`src/rtl/cmp_ctrl_pkg.sv`:
```
package cmp_ctrl_pkg;
  localparam int DATA_W  = 8;
  localparam int CODE_W  = 2;
  localparam int ADDR_W  = 1;

  // control register (address 0) bit positions
  localparam int CTL_EN_BIT   = 7;
  localparam int CTL_RCLR_BIT = 5;
  localparam int CTL_FCLR_BIT = 4;
  localparam int CTL_HPOS_LSB = 2;
  localparam int CTL_HNEG_LSB = 0;

  // mode register (address 1) bit positions
  localparam int MOD_RIE_BIT  = 5;
  localparam int MOD_FIE_BIT  = 4;
  localparam int MOD_RESP_LSB = 0;

  typedef enum logic [ADDR_W-1:0] {
    REG_CTRL = 1'b0,
    REG_MODE = 1'b1
  } reg_sel_e;

  typedef struct packed {
    logic              en;
    logic [CODE_W-1:0] hpos;
    logic [CODE_W-1:0] hneg;
    logic [CODE_W-1:0] resp;
    logic              rie;
    logic              fie;
  } cmp_cfg_t;
endpackage

```
`src/rtl/cmp_sync.sv`:
```
module cmp_sync #(
  parameter int STAGES = 2
) (
  input  logic clk,
  input  logic rst,
  input  logic d,
  output logic q
);
  logic [STAGES-1:0] chain;

  generate
    if (STAGES == 1) begin : g_single
      always_ff @(posedge clk) begin
        if (rst) chain <= '0;
        else     chain <= d;
      end
    end else begin : g_multi
      always_ff @(posedge clk) begin
        if (rst) chain <= '0;
        else     chain <= {chain[STAGES-2:0], d};
      end
    end
  endgenerate

  assign q = chain[STAGES-1];
endmodule

```
`src/rtl/cmp_regs.sv`:
```
module cmp_regs
  import cmp_ctrl_pkg::*;
(
  input  logic              clk,
  input  logic              rst,
  input  logic              wr_en,
  input  logic [ADDR_W-1:0] wr_addr,
  input  logic [DATA_W-1:0] wr_data,
  output cmp_cfg_t          cfg,
  output logic              clr_rise,
  output logic              clr_fall
);
  logic ctl_wr, mod_wr;
  logic wr_data_unused;

  assign ctl_wr = wr_en && (wr_addr == REG_CTRL);
  assign mod_wr = wr_en && (wr_addr == REG_MODE);
  assign wr_data_unused = ^wr_data;

  // writing 0 to a flag position clears it; writing 1 leaves it alone
  assign clr_rise = ctl_wr && !wr_data[CTL_RCLR_BIT];
  assign clr_fall = ctl_wr && !wr_data[CTL_FCLR_BIT];

  always_ff @(posedge clk) begin
    if (rst) begin
      cfg <= '0;
    end else begin
      if (ctl_wr) begin
        cfg.en   <= wr_data[CTL_EN_BIT];
        cfg.hpos <= wr_data[CTL_HPOS_LSB +: CODE_W];
        cfg.hneg <= wr_data[CTL_HNEG_LSB +: CODE_W];
      end
      if (mod_wr) begin
        cfg.resp <= wr_data[MOD_RESP_LSB +: CODE_W];
        cfg.rie  <= wr_data[MOD_RIE_BIT];
        cfg.fie  <= wr_data[MOD_FIE_BIT];
      end
    end
  end

  AST_HYST_HOLD: assert property (@(posedge clk) disable iff (rst)
    !wr_en |=> ($stable(cfg.hpos) && $stable(cfg.hneg) && $stable(cfg.en)));

  AST_MODE_HOLD: assert property (@(posedge clk) disable iff (rst)
    !wr_en |=> ($stable(cfg.resp) && $stable(cfg.rie) && $stable(cfg.fie)));
endmodule

```
`src/rtl/cmp_edge_flags.sv`:
```
module cmp_edge_flags #(
  parameter int SYNC_STAGES = 2
) (
  input  logic clk,
  input  logic rst,
  input  logic async_in,
  input  logic enable,
  input  logic clr_rise,
  input  logic clr_fall,
  output logic level,
  output logic rise_flag,
  output logic fall_flag
);
  logic hist;
  logic rise_hit, fall_hit;

  cmp_sync #(.STAGES(SYNC_STAGES)) i_sync (
    .clk (clk),
    .rst (rst),
    .d   (async_in),
    .q   (level)
  );

  // history tracks the level at all times, so enabling never compares
  // against a stale value
  always_ff @(posedge clk) begin
    if (rst) hist <= 1'b0;
    else     hist <= level;
  end

  assign rise_hit = enable &&  level && !hist;
  assign fall_hit = enable && !level &&  hist;

  // a new edge takes priority over a software clear
  always_ff @(posedge clk) begin
    if (rst) begin
      rise_flag <= 1'b0;
      fall_flag <= 1'b0;
    end else begin
      rise_flag <= rise_hit | (rise_flag & ~clr_rise);
      fall_flag <= fall_hit | (fall_flag & ~clr_fall);
    end
  end

  AST_FALL_SET: assert property (@(posedge clk) disable iff (rst)
    (enable && $fell(level)) |=> fall_flag);

  AST_RISE_SET: assert property (@(posedge clk) disable iff (rst)
    (enable && $rose(level)) |=> rise_flag);

  AST_RISE_STICKY: assert property (@(posedge clk) disable iff (rst)
    (rise_flag && !clr_rise) |=> rise_flag);

  AST_FALL_STICKY: assert property (@(posedge clk) disable iff (rst)
    (fall_flag && !clr_fall) |=> fall_flag);

  AST_NO_SET_OFF: assert property (@(posedge clk) disable iff (rst)
    !enable |=> (!$rose(rise_flag) && !$rose(fall_flag)));
endmodule

```
`src/rtl/cmp_ctrl_top.sv`:
```
module cmp_ctrl_top
  import cmp_ctrl_pkg::*;
#(
  parameter int SYNC_STAGES = 2
) (
  input  logic              clk,
  input  logic              rst,
  input  logic              cmp_async,
  input  logic              wr_en,
  input  logic [ADDR_W-1:0] wr_addr,
  input  logic [DATA_W-1:0] wr_data,
  output logic              cmp_en,
  output logic [CODE_W-1:0] hyst_pos,
  output logic [CODE_W-1:0] hyst_neg,
  output logic [CODE_W-1:0] resp_mode,
  output logic              cmp_level,
  output logic              rise_flag,
  output logic              fall_flag,
  output logic              irq,
  output logic              wake_req
);
  cmp_cfg_t cfg;
  logic     clr_rise, clr_fall;

  cmp_regs i_regs (
    .clk      (clk),
    .rst      (rst),
    .wr_en    (wr_en),
    .wr_addr  (wr_addr),
    .wr_data  (wr_data),
    .cfg      (cfg),
    .clr_rise (clr_rise),
    .clr_fall (clr_fall)
  );

  cmp_edge_flags #(.SYNC_STAGES(SYNC_STAGES)) i_edges (
    .clk       (clk),
    .rst       (rst),
    .async_in  (cmp_async),
    .enable    (cfg.en),
    .clr_rise  (clr_rise),
    .clr_fall  (clr_fall),
    .level     (cmp_level),
    .rise_flag (rise_flag),
    .fall_flag (fall_flag)
  );

  assign cmp_en    = cfg.en;
  assign hyst_pos  = cfg.hpos;
  assign hyst_neg  = cfg.hneg;
  assign resp_mode = cfg.resp;

  always_ff @(posedge clk) begin
    if (rst) begin
      irq      <= 1'b0;
      wake_req <= 1'b0;
    end else begin
      irq      <= (rise_flag & cfg.rie) | (fall_flag & cfg.fie);
      wake_req <= cfg.en & ~cmp_level;
    end
  end

  AST_WAKE_LOW: assert property (@(posedge clk) disable iff (rst)
    (cmp_en && !cmp_level) |=> wake_req);

  AST_WAKE_IDLE: assert property (@(posedge clk) disable iff (rst)
    (!cmp_en || cmp_level) |=> !wake_req);

  AST_IRQ_SRC: assert property (@(posedge clk) disable iff (rst)
    (!rise_flag && !fall_flag) |=> !irq);
endmodule

```
`config.mk`:
```
export PLATFORM = sky130hd
export DESIGN_NAME = cmp_ctrl_top
export DESIGN_NICKNAME = d
export VERILOG_FILES = /design/src/rtl/cmp_ctrl_pkg.sv /design/src/rtl/cmp_sync.sv /design/src/rtl/cmp_regs.sv /design/src/rtl/cmp_edge_flags.sv /design/src/rtl/cmp_ctrl_top.sv
export SDC_FILE = /design/constraint.sdc
export NUM_CORES = 1
export LEC_CHECK = 0
export BUFFER_PORTS_ARGS = -buffer_cell sky130_fd_sc_hd__buf_2
export CORE_MARGIN = 4
export CORE_UTILIZATION = 39
export DETAILED_ROUTE_END_ITERATION = 7
export PLACE_DENSITY = 0.7
export SLEW_MARGIN = 40
export SYNTH_ARGS = -nofsm -noshare
export SYNTH_HDL_FRONTEND = slang
export SYNTH_SLANG_ARGS = --single-unit
export TNS_END_PERCENT = 50
```
`constraint.sdc`:
```
create_clock -name clk -period 0.9 [get_ports clk]
set_input_delay 0.18 -clock clk [delete_from_list [all_inputs] [get_ports clk]]
set_output_delay 0.18 -clock clk [all_outputs]
set_load 0.03 [all_outputs]
```
# After elaboration in Yosys (flattened, before gate mapping)
# Cells that the tools add are included.
# totals
out_inout_bits	12
inputBits	13
elab_cells	36
ff_bits	16
# op_classes
reduce_logical	12
bitwise	12
# op_table
cell	n
$logic_and A1 B1 Y1	8
$and A1 B1 Y1	5
$logic_not A1 Y1	4
$not A1 Y1	4
$or A1 B1 Y1	3

# Logic depth before layout (Yosys ltp)
# depth
word_depth	6
depth_mapped	4

# Modules after synthesis
# From an unflattened synthesis, not the netlist that was laid out.
# hier_totals
cells_unflattened	61
area_unflattened_um2	629.4
# modules_own_cells
module	cells_each	instances	seq_area_each_um2	area_per_inst_um2
cmp_regs	42	1	180.2	414.1
cmp_edge_flags	10	1	60.1	103.8
cmp_ctrl_top	5	1	40.0	58.8
cmp_sync	4	1	40.0	52.6

# Least setup slack after synthesis
# Ideal clock, no wire load.
# synth_path
path_type	flip-flop to flip-flop
start	reg, netlist name i_regs.cfg[8]
end	reg i_edges.fall_flag
setup_time_ps	61
arrival_ps	894
stages_incl_launch_ff	3
n_path_buf	0
slack_ps	-54
required_time_ps	839
cell_sequence	dfxtp_1 -> nor3b_1 -> a32o_1
# synth_via
elab_chain_len	3
# synth_lines
element	line	text
$logic_and A1 B1 Y1 (2 in series)	cmp_edge_flags.sv:32	assign fall_hit = enable && !level && hist;
$or A1 B1 Y1	cmp_edge_flags.sv:41	fall_flag <= fall_hit | (fall_flag & ~clr_fall);
end signal, assigned	cmp_edge_flags.sv:41	
end, declared	cmp_edge_flags.sv:12	output logic fall_flag
# No other way between the ends.
# A chain may end at the register's enable or synchronous reset.

# Worst setup path after layout
# layout_path
start	reg, netlist name i_regs.cfg[5]
end	out hyst_neg[1]
# layout_lines
element	line	text
end, declared	cmp_ctrl_top.sv:14	output logic [CODE_W-1:0] hyst_neg,
# No word-level cell between the ends.

==> flow_summary_export.csv <==
group,metric,value,unit
yosys,synthesis.area,593,µm²
final_layout,final_core_util,65.2,%
drt,drtAntennaViolNets,0,
yosys,synth_xor_area_share,0,%
timing,setup_viol,13,
yosys,synth_top_family_by_area,"simple AND/OR/NAND/NOR gates",
final_layout,regArea,335,µm²
yosys,yosysUniqueCellTypes,17,
drt,avgViaCountPerCell,4.72,
timing,final_hold_viol_count,0,
critical_path,critPathRequiredTime,0.72,ns
place,gp_congestion,0.693,
critical_path,worst_setup_path_start_kind,"flop",
timing,period_share,104,%
place,io_buffers,23,
place,placed_area,718,µm²
global_route,grt_pass1_wl,1930,µm
yosys,synthSimpleGateAreaFrac,19.4,%
clock_tree,cts_tree,"done",
drt,drc_errors,0,
power,finalPower,1.42,mW
critical_path,worstPathArrival,0.76,ns
status,violations,"setup timing",
critical_path,path_cells,"buf_6",
final_layout,layout.cells.non_filler,106,
power,p_leak,0.404,nW
timing,min_period,0.936,ns
yosys,ys_warn_count,0,
critical_path,cpLargestDelayFamily,"flip-flops",
critical_path,startpoint,"i_regs.cfg[5]",
yosys,synthTopCellsByCount,"dfxtp_1 (16), buf_4 (7), nor2_1 (6)",
flow_run,cap_viol_max_count,0,
drt,drt_iter0_markers,1,
critical_path,cp_num_buf_inv,1,
final_layout,fillers,111,
floorplan,die_h,47.0,µm
timing,fin_ws,-0.0364,ns
critical_path,worstPathMaxFanout,2,
yosys,ys_seq_area_share,54.0,%
place,place.detailed.hpwl,815,µm
yosys,synth_edf_count,0,
yosys,synth_fa_ha_area_share,0,%
timing,setup_tns,-0.281,ns
yosys,synth_compound_area_share,8.02,%
yosys,synth_top_flop_cell,"dfxtp_1",
floorplan,die_x,47.0,µm
floorplan,core,0.00137,mm²
global_route,grt_max_degree,10,
yosys,yosysMostFrequentCell,"dfxtp_1",
power,power_density,1600,mW/mm²
critical_path,slowest_stage,"dfxtp_2",
yosys,yosysTopAreaCellShare,54.0,%
timing,max_freq,1070,MHz
status,status,"complete, but fails checks",
clock_tree,htree_num_levels,1,
timing,max-slew-margin-rel,88.3,%
place,place_inst,97,
global_route,gr-usage-all-layers,12.0,%
global_route,grt_pass1_vias,460,
min_path,min_from,"cmp_async",
final_layout,final_area,891,µm²
yosys,synthArstFlopShare,0,%
final_layout,area_growth,50.2,%
yosys,synth.area.top_cells,"dfxtp_1 (54%), buf_4 (8.9%), mux2i_1 (8.4%)",
global_route,grt-ovfl-total,0,
timing,rsz0062_at_grt,"yes",
floorplan,rows,13,
clock_tree,clkLatencyLatePin,0.27,ns
critical_path,cp_slowest_stage_delay,0.35,ns
critical_path,criticalPathCategory,"flop to primary output",
final_layout,multi_input_comb_area,224,µm²
timing,worst-slew-pin-transition,0.175,ns
floorplan,start_util,43.4,%
yosys,synth.area.mux_share,8.44,%
clock_tree,clock-root-buffer,"clkbuf_4",
clock_tree,cts_num_sinks,16,
yosys,ys_seq_elements,16,
timing,skew,0.000480,ns
critical_path,reg2reg_from,"i_regs.cfg[8]",
critical_path,endpoint_kind,"primary output",
yosys,synth_nets,74,
floorplan,dieArea,0.00221,mm²
clock_tree,clkSlewWorstSetupHoldPaths,0.09,ns
drt,wl_per_cell,11.6,µm
drt,drt_wl_total,1230,µm
clock_tree,cts_buffers,3,
clock_tree,cts_buffer_depth,2,
global_route,antenna_found_initial,0,
final_layout,n_antenna_cell,0,
min_path,hold_path_class,"primary input to flop",
yosys,synth_area_leader_cell,"dfxtp_1",
drt,drt_first_pass_iters,2,
yosys,synthCells,61,
final_layout,nets,105,
power,worst_ir_drop_vdd,0.899,mV
timing,slew_violations,0,
drt,vias,500,
floorplan,num_io_pins,25,
yosys,avgSynthCellArea,9.72,µm²
final_layout,drive_gt1_share,56.0,%
area by class of cell:
cell class,count,area share (%)
Sequential cell,16,37.6
Timing Repair Buffer,34,30.6
Multi-Input combinational cell,36,25.1
Clock buffer,4,4.07
Tap cell,15,2.11
Inverter,1,0.421
final timing paths:
| check | end | slack, ns | cells after the start |
|---|---|---|---|
| worst min register to register | i_edges.i_sync.chain[1] | 0.44 | 1 |
| worst max register to register | i_edges.fall_flag | -0.01 | 3 |
| worst max-delay path | hyst_neg[1] | -0.04 | 1 |
| worst min-delay path | i_edges.i_sync.chain[0] | 0.11 | 2 |
repair_timing:
item,CTS,global route
hold buffers,0,0
resized for setup,34,2
pin swaps,0,1
buffers inserted,4,1
setup endpoints to repair,12,14
endpoints found under the hold margin,0,0
cell families (layout without fill, tap and decap cells):
logic type             Yosys count  after routing
DFF                             16             16
and+or+nand+nor                 23             23
AOI/OAI and AO/OA                8              8
muxes                            5              5
buffers and inverters            9             39
metrics by stage:
stage | worst slack (ns) | hold slack (ns)
finish | -0.0364 | 0.107
global route | -0.0765 | 0.124
CTS | -0.0482 | 0.103
detailed placement | -0.133 | 0.396
global placement | -0.120 | 0.394
floorplan | 0.00612 | 0.244
sequential cells by signal, summed over array words and instances, names as in the netlist:
register	count
i_regs.cfg	9
irq	1
i_edges.fall_flag	1
i_edges.i_sync.chain	2
i_edges.rise_flag	1
i_edges.hist	1
wake_req	1
power by group:
| group | switching (mW) | internal [mW] |
|---|---|---|
| clock network | 0.219 | 0.246 |
| registers | 0.0154 | 0.738 |
| logic | 0.103 | 0.104 |
layout by cell type (no fill, tap or decap), types with 2 or more instances in the layout:
| cell | synthesis | routed |
|---|---|---|
| nand3_1 | 4 | 4 |
| buf_6 | 0 | 12 |
| nor2_1 | 6 | 6 |
| mux2i_1 | 5 | 5 |
| buf_4 | 7 | 11 |
| clkbuf_4 | 0 | 3 |
| dfxtp_1 | 16 | 4 |
| nand2_1 | 5 | 5 |
| a21oi_1 | 5 | 5 |
| dfxtp_2 | 0 | 12 |
| nand2b_1 | 2 | 2 |
| buf_2 | 0 | 11 |
| nor2b_1 | 3 | 3 |
routing by layer:
metal	vias to the layer above	track usage, %	routed length (µm)
li1	260	-	-
met1	230	15.9	508
met2	10	19.2	661
met3	0	3.45	58
met4	0	3.31	0
met5	-	0	0
(Power assumes the default switching activity.)
